===== config.mk =====
export PLATFORM = sky130hd
export DESIGN_NAME = zc_gain_updater
export DESIGN_NICKNAME = d
export VERILOG_FILES = /design/src/rtl/zcg_pkg.sv /design/src/rtl/zcg_code_map.sv /design/src/rtl/zcg_channel.sv /design/src/rtl/zc_gain_updater.sv
export SDC_FILE = /design/constraint.sdc
export NUM_CORES = 1
export LEC_CHECK = 0
export BUFFER_PORTS_ARGS = -buffer_cell sky130_fd_sc_hd__buf_4
export CAP_MARGIN = 20
export CORE_UTILIZATION = 30
export CTS_BUF_LIST = sky130_fd_sc_hd__clkbuf_4 sky130_fd_sc_hd__clkbuf_8
export CTS_CLUSTER_DIAMETER = 200
export DETAILED_ROUTE_END_ITERATION = 10
export GPL_TIMING_DRIVEN = 0
export HOLD_SLACK_MARGIN = 0.08
export SYNTH_ARGS = -nofsm -noshare
export SYNTH_HDL_FRONTEND = slang
export SYNTH_HIERARCHICAL = 1
export SYNTH_SLANG_ARGS = --single-unit
export TNS_END_PERCENT = 10

===== constraint.sdc =====
create_clock -name clk -period 4.5 [get_ports clk]
set_clock_uncertainty 0.2 [all_clocks]
set_input_delay 0.675 -clock clk [delete_from_list [all_inputs] [get_ports clk]]
set_output_delay 0.675 -clock clk [all_outputs]
set_load 0.005 [all_outputs]

===== src/rtl/zcg_pkg.sv =====
package zcg_pkg;
   localparam int UNITY_CODE = 40;
   localparam int TOP_CODE   = 96;

   function automatic int clamp_code(input int c);
      return (c > TOP_CODE) ? TOP_CODE : c;
   endfunction

   function automatic int code_hdb(input int c);
      if (c >= 25)      return c - UNITY_CODE;
      else if (c >= 17) return 2 * c - 64;
      else if (c >= 5)  return 4 * c - 96;
      else              return 8 * c - 112;
   endfunction
endpackage


===== src/rtl/zcg_code_map.sv =====
module zcg_code_map #(
   parameter int CODE_W = 7,
   parameter int GAIN_W = 8
) (
   input  logic [CODE_W-1:0]        code,
   output logic signed [GAIN_W-1:0] hdb,
   output logic                     mute
);
   import zcg_pkg::*;
   localparam int MIN_GAIN = -(1 << (GAIN_W - 1));

   always_comb begin
      mute = (code == '0);
      if (mute) hdb = GAIN_W'(MIN_GAIN);
      else      hdb = GAIN_W'(code_hdb(int'(code)));
   end
endmodule


===== src/rtl/zcg_channel.sv =====
module zcg_channel #(
   parameter int SAMPLE_W     = 16,
   parameter int CODE_W       = 7,
   parameter int TO_SEL_W     = 2,
   parameter int TO_BASE_LOG2 = 8,
   parameter int RESET_CODE   = 40,
   parameter bit ZERO_COUNTS  = 1'b1
) (
   input  logic                clk,
   input  logic                rst_n,
   input  logic                wr_en,
   input  logic                wr_zc,
   input  logic [CODE_W-1:0]   wr_code,
   input  logic [TO_SEL_W-1:0] to_sel,
   input  logic                smp_valid,
   input  logic [SAMPLE_W-1:0] smp,
   output logic [CODE_W-1:0]   code_o,
   output logic                pend_o
);
   localparam int CNT_W = TO_BASE_LOG2 + (1 << TO_SEL_W) - 1;

   logic [CODE_W-1:0] pend_code;
   logic [CNT_W-1:0]  cnt;
   logic [CNT_W-1:0]  limit_m1;
   logic              prev_sign;
   logic              zc_hit;
   logic              sign_flip;

   assign sign_flip = smp[SAMPLE_W-1] != prev_sign;
   assign limit_m1  = (CNT_W'(1) << (TO_BASE_LOG2 + int'(to_sel))) - CNT_W'(1);

   generate
      if (ZERO_COUNTS) begin : g_zero_hit
         assign zc_hit = sign_flip || (smp == '0);
      end else begin : g_flip_only
         assign zc_hit = sign_flip;
      end
   endgenerate

   always_ff @(posedge clk or negedge rst_n) begin
      if (!rst_n) begin
         prev_sign <= 1'b0;
      end else if (smp_valid) begin
         prev_sign <= smp[SAMPLE_W-1];
      end
   end

   always_ff @(posedge clk or negedge rst_n) begin
      if (!rst_n) begin
         code_o    <= CODE_W'(RESET_CODE);
         pend_code <= CODE_W'(RESET_CODE);
         pend_o    <= 1'b0;
         cnt       <= '0;
      end else if (wr_en) begin
         cnt       <= '0;
         pend_code <= wr_code;
         if (wr_zc) begin
            pend_o <= 1'b1;
         end else begin
            pend_o <= 1'b0;
            code_o <= wr_code;
         end
      end else if (pend_o && smp_valid) begin
         if (zc_hit || cnt == limit_m1) begin
            code_o <= pend_code;
            pend_o <= 1'b0;
            cnt    <= '0;
         end else begin
            cnt <= cnt + CNT_W'(1);
         end
      end
   end
endmodule


===== src/rtl/zc_gain_updater.sv =====
module zc_gain_updater #(
   parameter int SAMPLE_W     = 16,
   parameter int CODE_W       = 7,
   parameter int GAIN_W       = 8,
   parameter int TO_SEL_W     = 2,
   parameter int TO_BASE_LOG2 = 8,
   parameter bit ZERO_COUNTS  = 1'b1
) (
   input  logic                     clk,
   input  logic                     rst_n,
   input  logic                     wr_en,
   input  logic [CODE_W:0]          wr_data,
   input  logic [TO_SEL_W-1:0]      to_sel,
   input  logic                     smp_valid,
   input  logic [SAMPLE_W-1:0]      smp_left,
   input  logic [SAMPLE_W-1:0]      smp_right,
   output logic [CODE_W-1:0]        gain_code_l,
   output logic [CODE_W-1:0]        gain_code_r,
   output logic signed [GAIN_W-1:0] gain_hdb_l,
   output logic signed [GAIN_W-1:0] gain_hdb_r,
   output logic                     mute_l,
   output logic                     mute_r,
   output logic                     pend_l,
   output logic                     pend_r
);
   import zcg_pkg::*;
   localparam int NCH = 2;

   generate
      if (CODE_W < 7) begin : g_bad_code
         $error("CODE_W must hold code 0x60");
      end
      if (GAIN_W < 8) begin : g_bad_gain
         $error("GAIN_W must hold -128..+56");
      end
      if (SAMPLE_W < 2) begin : g_bad_smp
         $error("SAMPLE_W too small");
      end
   endgenerate

   logic [CODE_W-1:0]        wr_code;
   logic [SAMPLE_W-1:0]      smp_arr  [NCH];
   logic [CODE_W-1:0]        code_arr [NCH];
   logic                     pend_arr [NCH];
   logic signed [GAIN_W-1:0] hdb_arr  [NCH];
   logic                     mute_arr [NCH];

   assign wr_code    = CODE_W'(clamp_code(int'(wr_data[CODE_W-1:0])));
   assign smp_arr[0] = smp_left;
   assign smp_arr[1] = smp_right;

   generate
      for (genvar ch = 0; ch < NCH; ch++) begin : g_ch
         zcg_channel #(
            .SAMPLE_W(SAMPLE_W), .CODE_W(CODE_W), .TO_SEL_W(TO_SEL_W),
            .TO_BASE_LOG2(TO_BASE_LOG2), .RESET_CODE(UNITY_CODE),
            .ZERO_COUNTS(ZERO_COUNTS)
         ) u_chan (
            .clk(clk), .rst_n(rst_n), .wr_en(wr_en), .wr_zc(wr_data[CODE_W]),
            .wr_code(wr_code), .to_sel(to_sel), .smp_valid(smp_valid),
            .smp(smp_arr[ch]), .code_o(code_arr[ch]), .pend_o(pend_arr[ch])
         );
         zcg_code_map #(.CODE_W(CODE_W), .GAIN_W(GAIN_W)) u_map (
            .code(code_arr[ch]), .hdb(hdb_arr[ch]), .mute(mute_arr[ch])
         );
      end
   endgenerate

   assign gain_code_l = code_arr[0];
   assign gain_code_r = code_arr[1];
   assign pend_l      = pend_arr[0];
   assign pend_r      = pend_arr[1];
   assign gain_hdb_l  = hdb_arr[0];
   assign gain_hdb_r  = hdb_arr[1];
   assign mute_l      = mute_arr[0];
   assign mute_r      = mute_arr[1];
endmodule


==> out/metrics.yaml <==
worst_ep_required_time_ps: 3620
rsz0062_at_grt: "false"
fmax_ghz: 0.264
met1_length_um: 4140
hold_buffers: 0
synth_flop_cell: "dfrtp_1"
outcome: "complete, no violations"
pin_count: 80
ff2ff_path_depth: 6
multi_input_area_um2: 2260
slowest_delay_ps: 610
wirelength_um: 8700
postSynthCellCount: 385
critical_path.startpoint_type: "flip-flop"
gp_congestion: 0.858
io_buffers: 78
core_um2: 12200
antenna_found_initial: 0
synthesis.area_um2: 3810
worstSetupStartpoint: "g_ch[0].u_chan/code_o[3]"
final_common_cell: "buf_4"
wl_met3_um: 381
num_vias: 3220
slew_violations: 0
drc: 0
final_cell_mix: "buf_4, dfrtp_1, nor2_1"
ys_warn_count: 6
worstSetupEndpointType: "primary output"
setup_viol: 0
diodes: 0
seq_area_um2: 1360
dieArea_um2: 13200
die_y_um: 115
cts_root_buffer: "clkbuf_8"
row_count: 40
fin_tns_setup_ps: 0
post-route-cell-area_um2: 4690
fillers: 1271
async_reset_ff_share_pct: 100
cts_made_buffers: 5
wl_met2_um: 4090
ir_drop_mv: 0.140
grt_pass1_wl_um: 14400
postPlaceCellArea_um2: 4600
synth_fp_nets: 455
grt_pass1_vias: 3115
r2r_start: "g_ch[0].u_chan/cnt[4]"
period_share_pct: 84.1
final_layout_size_suffix_gt1_share_pct: 31.5
cts_tree: "built"
final_hold_viol_count: 0
crit_chain: "buf_2, inv_1, ha_1, o221ai_1, a31oi_1, nor4b_1, a221o_1, buf_4"
critPathSlowestCell: "o221ai_1"
synth-edff-count: 0
initialDrtViolationCount: 130
clk_pin_slew_ps: 100
rrSetupSlack_ps: 2140
cts_resized: 0
cp_data_arrival_time_ps: 2910
insertion_delay_ps: 310
top_layer: "met4"
grt_usage_pct: 13.6
nets: 540
total_leakage_power_nw: 2.11
hold_class: "in2async"
maxCapViolations: 0
synthToLayoutAreaGrowth_pct: 23.1
start_util_pct: 31.2
cts_setup_buffers: 0
overflow: 0
grt_start_max_net_pins: 55
cts_buffer_depth: 2
die_x_um: 115
worst_pin_slew_ps: 764
slew_headroom_pct: 49.1
drtAntennaViolNets: 0
cp_max_fo: 10
synth_cell_types: 60
synth.avg_cell_area_um2: 9.89
ys_seq_elements: 54
r2r_end: "g_ch[0].u_chan/code_o[0]"
htree_levels: 2
firstDrtPassIters: 4
place_hpwl_um: 6600
wl_per_cell_um: 13.6
clkSinkCount: 54
path_class: "reg2out"
ys_seq_area_share_pct: 35.7
viasPerCell: 5.05
p_per_area_nw_per_um2: 385
period_needed_ps: 3780
==> metal layers <==
| metal | GRT usage [%] | vias up |
|---|---|---|
| met2 | 22.6 | 76 |
| met3 | 2.49 | 11 |
| li1 | - | 1574 |
| met4 | 3.20 | 0 |
| met5 | 0 | - |
| met1 | 18.2 | 1559 |
==> cell usage after synthesis (3+ instances only) <==
cell,n,area share [%]
o21ai_0,11,1.4
dfstp_2,8,5.5
xnor2_1,9,2.1
o2111ai_1,3,0.69
and2_1,3,0.49
dfrtp_1,46,30
nor4_1,10,1.6
buf_6,6,1.8
nor2b_1,3,0.49
mux2_2,17,5.0
xor2_1,19,4.4
nand4_1,10,1.6
o21a_1,3,0.59
inv_1,18,1.8
mux2_4,14,5.5
nor2_1,33,3.3
a21boi_1,6,1.2
a21oi_1,9,1.2
clkbuf_1,9,0.89
nand2_1,25,2.5
o211ai_1,6,1.2
o21ai_1,3,0.39
a311o_1,3,0.79
a21boi_0,3,0.59
nor3b_1,4,0.79
a211oi_1,4,0.79
a31oi_1,8,1.3
and4_1,3,0.69
nor3_1,7,0.92
buf_2,3,0.39
a21o_1,5,0.99
o221ai_1,4,0.92
ha_1,24,7.9
nand3_1,14,1.8
==> worst max-delay path: cells and delay by family (launching register included) <==
family / cells / cell delay [ps]
and+or+nand+nor: 1 / 330
AOI/OAI and AO/OA: 3 / 900
adders and majority gates: 1 / 270
buffers and inverters: 3 / 530
DFF: 1 / 570
==> metrics by stage <==
step	hold WS (ps)	power [mW]	util [%]	instances	setup slack, ps
2_1_floorplan	179	1.20	-	385	1470
3_3_place_gp	283	1.54	37.7	631	1070
3_5_place_dp	290	1.55	37.7	631	1080
4_1_cts	217	1.82	38.4	638	714
5_1_grt	256	1.94	38.4	638	482
6_report	191	1.80	38.4	638	717
==> cell families (layout without fill, tap and decap cells) <==
logic type / after synthesis / count (layout) / share of synthesized area [%]
XOR/XNOR: 28 / 28 / 6.44
AND/OR/NAND/NOR: 126 / 126 / 18.1
adder cells (fa/ha/maj): 24 / 24 / 7.88
multiplexers: 31 / 31 / 10.5
buffers and inverters: 36 / 121 / 4.83
AO/OA/AOI/OAI: 86 / 86 / 16.5
flip-flops: 54 / 54 / 35.7
==> worst max path at each step <==
stage	depth (start not counted)	slack, ps	to
finish	8	720	gain_hdb_l[2]
CTS	9	710	gain_hdb_l[3]
global placement	8	1070	gain_hdb_l[2]
detailed placement	9	1080	gain_hdb_l[3]
floorplan	9	1470	gain_hdb_r[2]
global route	9	480	gain_hdb_l[3]
==> power breakdown <==
group	internal (mW)	leakage, nW	total (mW)	switching, mW
clock network	0.107	0.0362	0.265	0.158
registers	0.551	0.682	0.636	0.0844
logic	0.467	1.39	0.903	0.436
==> flip-flops by register name, summed over array words and instances, names as in the netlist <==
| name | count |
|---|---|
| g_ch.u_chan/prev_sign | 2 |
| g_ch.u_chan/code_o | 14 |
| g_ch.u_chan/pend_o | 2 |
| g_ch.u_chan/pend_code | 14 |
| g_ch.u_chan/cnt | 22 |
==> cell type report <==
type	instances	area share [%]
Clock buffer	5	1.47
Inverter	18	1.44
Buffer	18	2.48
Clock inverter	2	0.320
Timing Repair Buffer	78	12.5
Multi-Input combinational cell	295	48.3
Sequential cell	54	29.0
Tap cell	168	4.48
(Power assumes the default switching activity.)
